File: src/rtl/dmaAgPkg.sv
package dmaAgPkg;
  typedef enum logic [1:0] {
    OP_WORD = 2'b00,
    OP_LONG = 2'b01,
    OP_QUAD = 2'b10,
    OP_RSVD = 2'b11
  } opLenE;

  typedef struct packed {
    logic load;
    logic advance;
  } agStrobeT;

  typedef struct packed {
    logic cfgBad;
    logic cfgOn;
    logic xLast;
    logic yLast;
    logic twoD;
  } agStatusT;
endpackage

File: src/rtl/dma_ag_path.sv
module dma_ag_path
  import dmaAgPkg::*;
#(
  parameter int WORD_W = 32
) (
  input  logic                  clk,
  input  logic                  rstN,
  input  agStrobeT              strobe,
  input  logic [4*WORD_W-1:0]   tcbData,
  output agStatusT              status,
  output logic [WORD_W-1:0]     addr,
  output logic [1:0]            opLen
);
  localparam int CNT_W = WORD_W / 2;
  localparam int EXT_W = WORD_W - CNT_W;

  // fields of the incoming TCB
  logic [WORD_W-1:0] ldIdx;
  logic [CNT_W-1:0]  ldXCnt, ldXMod, ldYCnt, ldYMod;
  logic [3:0]        ldCtl;

  assign ldIdx  = tcbData[WORD_W-1:0];
  assign ldXMod = tcbData[WORD_W +: CNT_W];
  assign ldXCnt = tcbData[WORD_W+CNT_W +: CNT_W];
  assign ldYMod = tcbData[2*WORD_W +: CNT_W];
  assign ldYCnt = tcbData[2*WORD_W+CNT_W +: CNT_W];
  assign ldCtl  = tcbData[3*WORD_W +: 4];

  function automatic logic [CNT_W-1:0] wordsPer(input logic [1:0] op);
    case (op)
      OP_LONG: wordsPer = CNT_W'(2);
      OP_QUAD: wordsPer = CNT_W'(4);
      default: wordsPer = CNT_W'(1);
    endcase
  endfunction

  function automatic logic [WORD_W-1:0] sext(input logic [CNT_W-1:0] m);
    sext = {{EXT_W{m[CNT_W-1]}}, m};
  endfunction

  // load-time validity check
  logic badCnt, badSize, badY;
  always_comb begin
    badSize = (ldCtl[1:0] == OP_RSVD);
    badY    = ldCtl[2] && (ldYCnt == '0);
    case (ldCtl[1:0])
      OP_LONG: badCnt = (ldXCnt == '0) || ldXCnt[0];
      OP_QUAD: badCnt = (ldXCnt == '0) || (ldXCnt[1:0] != 2'b00);
      default: badCnt = (ldXCnt == '0);
    endcase
  end

  // working state
  logic [WORD_W-1:0] addrQ;
  logic [CNT_W-1:0]  xRemQ, yRemQ, xCntQ, xModQ, yModQ;
  logic [1:0]        opQ;
  logic              twoDQ;
  logic [CNT_W-1:0]  stepWords;

  assign stepWords = wordsPer(opQ);

  always_ff @(posedge clk or negedge rstN) begin
    if (!rstN) begin
      addrQ <= '0;
      xRemQ <= '0;
      yRemQ <= '0;
      xCntQ <= '0;
      xModQ <= '0;
      yModQ <= '0;
      opQ   <= OP_WORD;
      twoDQ <= 1'b0;
    end else if (strobe.load) begin
      addrQ <= ldIdx;
      xRemQ <= ldXCnt;
      xCntQ <= ldXCnt;
      xModQ <= ldXMod;
      yRemQ <= ldYCnt;
      yModQ <= ldYMod;
      opQ   <= ldCtl[1:0];
      twoDQ <= ldCtl[2];
    end else if (strobe.advance) begin
      if (status.xLast && twoDQ) begin
        addrQ <= addrQ + sext(yModQ);
        xRemQ <= xCntQ;
        yRemQ <= yRemQ - CNT_W'(1);
      end else begin
        addrQ <= addrQ + sext(xModQ);
        xRemQ <= xRemQ - stepWords;
      end
    end
  end

  assign status.cfgBad = badCnt || badSize || badY;
  assign status.cfgOn  = ldCtl[3];
  assign status.xLast  = (xRemQ == stepWords);
  assign status.yLast  = (yRemQ == CNT_W'(1));
  assign status.twoD   = twoDQ;
  assign addr          = addrQ;
  assign opLen         = opQ;

  // a granted step never consumes more words than remain
  p_step_fits_r5: assert property (@(posedge clk) disable iff (!rstN)
    strobe.advance |-> (xRemQ >= stepWords));

  // a granted step in 2D mode always has a row left
  p_row_left_r6: assert property (@(posedge clk) disable iff (!rstN)
    (strobe.advance && twoDQ) |-> (yRemQ != '0));
endmodule

File: src/rtl/dma_ag_ctrl.sv
module dma_ag_ctrl
  import dmaAgPkg::*;
(
  input  logic     clk,
  input  logic     rstN,
  input  logic     tcbValid,
  input  logic     reqGrant,
  input  agStatusT status,
  output agStrobeT strobe,
  output logic     tcbReady,
  output logic     reqValid,
  output logic     done,
  output logic     loadErr
);
  typedef enum logic {S_IDLE, S_RUN} stateE;
  stateE stateQ;

  logic accept, finish;

  assign accept         = tcbValid && (stateQ == S_IDLE);
  assign strobe.load    = accept;
  assign strobe.advance = (stateQ == S_RUN) && reqGrant;
  assign finish         = strobe.advance && status.xLast &&
                          (!status.twoD || status.yLast);

  always_ff @(posedge clk or negedge rstN) begin
    if (!rstN) begin
      stateQ  <= S_IDLE;
      done    <= 1'b0;
      loadErr <= 1'b0;
    end else begin
      done <= finish;
      if (accept) begin
        loadErr <= status.cfgOn && status.cfgBad;
        if (status.cfgOn && !status.cfgBad) stateQ <= S_RUN;
      end else if (finish) begin
        stateQ <= S_IDLE;
      end
    end
  end

  assign tcbReady = (stateQ == S_IDLE);
  assign reqValid = (stateQ == S_RUN);

  // done lasts a single cycle
  p_done_pulse_r8: assert property (@(posedge clk) disable iff (!rstN)
    done |=> !done);

  // done comes only straight after a grant
  p_done_after_grant_r8: assert property (@(posedge clk) disable iff (!rstN)
    $rose(done) |-> $past(reqValid && reqGrant));

  // a rejected TCB never produces a request
  p_err_no_req_r9: assert property (@(posedge clk) disable iff (!rstN)
    loadErr |-> !reqValid);
endmodule

File: src/rtl/dma_addr_gen.sv
module dma_addr_gen
  import dmaAgPkg::*;
#(
  parameter int WORD_W = 32
) (
  input  logic                clk,
  input  logic                rstN,
  input  logic                tcbValid,
  input  logic [4*WORD_W-1:0] tcbData,
  output logic                tcbReady,
  output logic                reqValid,
  output logic [WORD_W-1:0]   reqAddr,
  output logic [1:0]          reqSize,
  input  logic                reqGrant,
  output logic                done,
  output logic                loadErr
);
  agStrobeT strobe;
  agStatusT status;

  dma_ag_ctrl u_ctrl (
    .clk      (clk),
    .rstN     (rstN),
    .tcbValid (tcbValid),
    .reqGrant (reqGrant),
    .status   (status),
    .strobe   (strobe),
    .tcbReady (tcbReady),
    .reqValid (reqValid),
    .done     (done),
    .loadErr  (loadErr)
  );

  dma_ag_path #(.WORD_W(WORD_W)) u_path (
    .clk     (clk),
    .rstN    (rstN),
    .strobe  (strobe),
    .tcbData (tcbData),
    .status  (status),
    .addr    (reqAddr),
    .opLen   (reqSize)
  );

  // an ungranted request holds its address
  p_req_hold_r3: assert property (@(posedge clk) disable iff (!rstN)
    (reqValid && !reqGrant) |=> (reqValid && $stable(reqAddr) && $stable(reqSize)));
endmodule

File: config.mk
export PLATFORM = sky130hd
export DESIGN_NAME = dma_addr_gen
export DESIGN_NICKNAME = d
export VERILOG_FILES = /design/src/rtl/dmaAgPkg.sv /design/src/rtl/dma_ag_path.sv /design/src/rtl/dma_ag_ctrl.sv /design/src/rtl/dma_addr_gen.sv
export SDC_FILE = /design/constraint.sdc
export NUM_CORES = 1
export LEC_CHECK = 0
export ABC_AREA = 1
export ABC_CLOCK_PERIOD_IN_PS = 3900
export CAP_MARGIN = 20
export CORE_MARGIN = 10
export CORE_UTILIZATION = 44
export CTS_BUF_LIST = sky130_fd_sc_hd__clkbuf_2
export DETAILED_ROUTE_END_ITERATION = 10
export GPL_TIMING_DRIVEN = 1
export PLACE_DENSITY_LB_ADDON = 0.1
export SLEW_MARGIN = 10
export SYNTH_ARGS = -nofsm -noshare
export SYNTH_HDL_FRONTEND = slang
export SYNTH_SLANG_ARGS = --single-unit
File: constraint.sdc
create_clock -name clk -period 3.9 [get_ports clk]
set_clock_uncertainty 0.2 [all_clocks]
set_input_delay 0.585 -clock clk [delete_from_list [all_inputs] [get_ports clk]]
set_output_delay 0.585 -clock clk [all_outputs]
set_load 0.03 [all_outputs]
# Yosys cells after proc, flatten, opt, wreduce, memory -nomap -nowiden
# Cells that the tools add are included.
# totals
elab_cells	61
output_inout_bits	38
n_memories	0
latch_bits	0
romBits	0
ff_bits	118
ramBits	0
# classes
shifts	0
mux	14
add_sub_neg	4
n_div	0
n_reduce_logical	23
n_mul	0
bitwise	1
eq_ne	8
order_cmp	0
# op_table
op	n
16-bit 2-to-1 mux	6
32-bit 2-to-1 mux	3
32-bit adder	2
16-bit zero test	2
16-bit by 1-bit equality test with 1-bit output, second input constant	1
16-bit by 3-bit equality test with 1-bit output	1
16-bit by 1-bit subtractor with 16-bit output, second input constant	1
16-bit by 3-bit subtractor with 16-bit output	1
1-bit logical AND	8
2-bit nonzero test	4
2-bit equality test, second input constant	3
3-bit one-hot mux with 2 select lines	1
1-bit logical OR	5
2-bit by 1-bit equality test with 1-bit output, second input constant	2
2-bit AND reduction	2
1-bit 2-to-1 mux	3
1-bit zero test	2
2-bit inequality test, second input constant	1
1-bit one-hot mux with 2 select lines	1
1-bit inverter	1

# Depth between registers and ports, before layout
# depth
ltp_word	9
depth_mapped	28
ltp_nobuf	27

# Cells and area by module
# From an unflattened synthesis, not the netlist that was laid out.
# unflattened
hier_cells	1220
hier_area_um2	8393.0
# modules_own_cells
mod	instances	area_per_inst_um2	seq_area_each_um2	cells_per_inst
dma_ag_path	1	8241.7	2877.8	1199
dma_ag_ctrl	1	151.4	75.1	21

# Worst setup path before layout
# No wires, ideal clock.
# synth_path
path_type	register to register
startpoint	register u_path.opQ[0], in the netlist u_path.opLen[0]
endpoint	register u_path.addrQ[30], in the netlist u_path.addr[30]
path_stages_with_launch	28
arrival_ns	3.373
path_slack_ns	0.209
path_buffers	1
required_time_ns	3.582
synth_period_minus_slack_ns	3.691
cell_sequence	dfrtp_1 inv_1 ha_1 ha_1 inv_1 nor2_1 nand2_1 nor2_4 nand3_4 inv_2 buf_4 nand2_1 nand2_1 ha_1 inv_1 fa_1 inv_1 nand3_1 nand2_1 nand2_1 nand2_1 nand3_1 nand2_1 nand3_1 nand2_1 nand2_1 nand3_1 nand2_1
# synth_between
elab_chain_cells	7
elab_cells_between_ends	8
classes_between	eq/ne: 3; mux: 4; reduce/logical: 1
# synth_rtl
item	line	rtl
start: declaration	dma_ag_path.sv:56	logic [1:0] opQ;
start signal: assignment	dma_ag_path.sv:79	opQ <= ldCtl[1:0];
2-bit equality test or 2-bit by 1-bit equality test with 1-bit output (tied branches)	dma_ag_path.sv:30	case (op)
3-bit one-hot mux with 2 select lines *	dma_ag_path.sv:30	
16-bit by 3-bit equality test with 1-bit output *	dma_ag_path.sv:95	assign status.xLast = (xRemQ == stepWords);
1-bit logical AND *	dma_ag_path.sv:82	if (status.xLast && twoDQ) begin
32-bit 2-to-1 mux *	dma_ag_path.sv:82	
32-bit 2-to-1 mux *	dma_ag_path.sv:81	end else if (strobe.advance) begin
32-bit 2-to-1 mux *	dma_ag_path.sv:72	end else if (strobe.load) begin
end signal: assignment	dma_ag_path.sv:73	addrQ <= ldIdx;
end signal: assignment	dma_ag_path.sv:83	addrQ <= addrQ + sext(yModQ);
end signal: assignment	dma_ag_path.sv:87	addrQ <= addrQ + sext(xModQ);
end: declaration	dma_ag_path.sv:54	logic [WORD_W-1:0] addrQ;
# Every way passes the cells marked *; elsewhere a longest branch is shown, timed or not. The select of a mux whose other input is x is not followed.
# A chain may end at the register's enable or synchronous reset.

# Final worst setup path
# layout_path
startpoint	register u_path.opQ[1], in the netlist u_path.opLen[1]
endpoint	register u_path.addrQ[23], in the netlist u_path.addr[23]
# Same word-level chain as after synthesis.

==> results.cfg <==
[run_status]
status = finished, final reports clean

[detailed_routing]
dr_wl_met3_um = 1480
dr.pass1.iters = 5
drt-wirelength-per-cell_um = 15.2
drc = 0
vias_per_cell = 5.07
wl_met1_um = 11200
first_iter_violations = 387
routed.top_layer = met4
wl_met2_um = 10800
antenna_left = 0
wirelength_um = 23600
vias = 7855

[die]
rows = 49
die_h_um = 156
core_mm2 = 0.0181
start_util_pct = 45.0
die_x_um = 156
die-area_mm2 = 0.0243
io_pins = 170

[power]
ir_worst_vdd_mv = 0.258
p_int_mw = 4.65
pwr-share-comb_pct = 63.2
swShare_pct = 48.8
power_density_mw_per_mm2 = 872
leakage_nw = 5.15
p_sw_mw = 4.44
sequentialPowerShare_pct = 24.1
clkPwrFrac_pct = 12.7
p_total_mw = 9.10

[min_path]
hold_path.class = in -> reg

[yosys]
yosysTopAreaCell = dfrtp_1
synth_top_area_share_pct = 36.3
synth_edf_count = 0
yosys_warnings = 0
ys.flop_type = dfrtp_1
synth_seq_cells = 118
async_reset_ff_share_pct = 100
avgSynthCellArea_um2 = 7.04
syn_nets = 1332
ys_types = 45
synthTopCellsByCount = nand2_1 (429), inv_1 (125), dfrtp_1 (118)
syn_area_mm2 = 0.00814
synth_top_cells_by_area = dfrtp_1 (36%), nand2_1 (20%), ha_1 (6.5%)
syn_inst = 1156
ys_seq_area_share_pct = 36.3
yosysMostFrequentCell = nand2_1

[sta]
fin_ws_ps = 234
finalHoldViolCount = 0
min_period_over_period_pct = 94.0
finalSetupViolCount = 0
tns_ps = 0
drv_slew = 0
fin_crit_ps = 3670
timing.fmax_mhz = 273
tightest_slew_ps = 843
max_slew_margin_pct = 43.8
fin_hold_ws_ps = 166

[clock_network]
root_buffer = clkbuf_2
cts_made_buffers = 17
clkSinkCount = 118
clk_pin_slew_ps = 220
cts_tree = yes
htree_levels = 4
cts_buffer_depth = 2
clock_latency_ps = 700

[global_route]
grt_max_degree = 84
overflow = 0
grt_pass1_vias = 7986
antenna_found_initial = 2
grt_use_total_pct = 19.8
grt_pass1_wl_um = 39300

[placement]
placed_cell_area_mm2 = 0.00984
preCtsSetupSlack_ps = 120
place.gp.congestion = 0.937
dp.cells = 1507
dp.final_hpwl_um = 17700
port_buffers = 141

[worst_setup_path]
worst_setup_path_start_kind = flip-flop
slowest_delay_ps = 420
endpoint_kind = flip-flop
critPathSlowestCell = dfrtp_1
worstSetupPathType = reg -> reg
crit_arrival_ps = 4080
path_max_fanout = 15
critPathMostFrequentCell = nand2_1
cp_cell_sequence = buf_4, ha_4, ha_4, inv_1, nor2_1, nand2_1, nor2_4, nand3_4, buf_6, nand2_1, nand2_1, ha_4, nand2_1, nor2_1, inv_1, nor2_1, nand2_1, nand2_1, nand2_1, nand3_1, nand2_1, nand3_1, nand3_1
reg2reg_setup_slack_ps = 230
required_ps = 4310

[final_layout]
drive_gt1_share_pct = 8.49
final_util_pct = 57.7
fin_nets = 1482
layout.cells.non_filler = 1550
area_delta_synth_final_pct = 28.2
finalInstanceArea_mm2 = 0.0104

[flow_run]
cap_violations = 0
-- power by group through the flow --
| stage | Combinational (mW) | Clock (mW) | Sequential, mW |
|---|---|---|---|
| after floorplan | 3.63 | 0 | 2.48 |
| after global placement | 5.44 | 0 | 2.20 |
| after detailed placement | 5.51 | 0 | 2.21 |
| after CTS | 5.55 | 1.18 | 2.18 |
| after global routing | 6.53 | 1.24 | 2.27 |
| final | 5.75 | 1.15 | 2.19 |
-- layout make-up --
cell class | count | area [um^2]
antenna | 2 | 5.00
clock buffer | 17 | 85.1
clock inverter | 15 | 275
fill | 1783 | 7650
inverter | 132 | 510
multi-input combinational | 874 | 4690
sequential | 118 | 2950
tap | 229 | 287
timing repair buffer | 163 | 1630
-- routing by layer --
metal,up-vias,GRT usage [%]
met3,14,5.29
met5,-,0
met1,3616,25.9
met2,176,31.8
met4,0,4.59
li1,4049,-
-- state kept, by name, summed over array words and instances, names as in the netlist --
signal / flops
u_ctrl.done: 1
u_ctrl.loadErr: 1
u_ctrl.reqValid: 1
u_path.addr: 32
u_path.opLen: 2
u_path.twoDQ: 1
u_path.xCntQ: 16
u_path.xModQ: 16
u_path.xRemQ: 16
u_path.yModQ: 16
u_path.yRemQ: 16
-- logic make-up (layout without fill, tap and decap cells) --
family | count (synthesis) | after routing | share of synthesized area [%]
compound gates | 175 | 175 | 14.0
xor+xnor | 23 | 23 | 2.47
fa+ha+maj | 44 | 44 | 6.95
buf+inv | 164 | 327 | 8.07
flops | 118 | 118 | 36.3
other cells | 0 | 2 | 0
simple gates | 632 | 632 | 32.3
-- worst max-delay path: cells and delay by family, from the launching register on --
kind | cells | cell delay [ps]
and+or+nand+nor | 16 | 1680
adders and majority gates | 3 | 810
DFF | 1 | 420
buffers and inverters | 4 | 470
-- cell usage in the layout (no fill, tap or decap), types with 4 or more instances in the layout --
cell type and count:
ha_4 5, clkinvlp_4 4, bufinv_16 7, o22ai_1 7, inv_1 125, nor3_1 10, o221ai_1 10, clkbuf_2 17
buf_12 4, nand3b_1 8, inv_2 4, o21ai_0 50, buf_4 17, a21oi_1 38, nor2_2 8, o21bai_1 11
nor2_1 87, nand2_1 421, xor2_1 12, o211ai_1 21, a22o_1 13, clkdlybuf4s50_1 140, a21oi_2 5, xnor2_1 11
nor4_1 9, nand2_2 11, dfrtp_1 118, a21o_1 4, nand4_1 5, nand3_1 61, ha_1 36
-- final timing paths --
check	from	to	cells past startpoint
worst max-delay path	u_path.opLen[1]	u_path.addr[23]	23
worst min-delay path	tcbData[70]	u_path.yModQ[6]	3
worst max register to register	u_path.opLen[1]	u_path.addr[23]	23
worst min register to register	u_path.yModQ[14]	u_path.yModQ[14]	2
max in group asynchronous	rstN	u_path.xModQ[14]	3
min in group asynchronous	rstN	u_path.xCntQ[8]	2
-- timing repair --
| action | CTS | global route |
|---|---|---|
| hold endpoints to repair | 59 | 0 |
| setup endpoints to repair | 0 | 22 |
| gates resized for setup | 0 | 32 |
| hold buffers | 1 | 0 |
| buffers inserted | 0 | 8 |
Power figures use the tool's default switching activity.
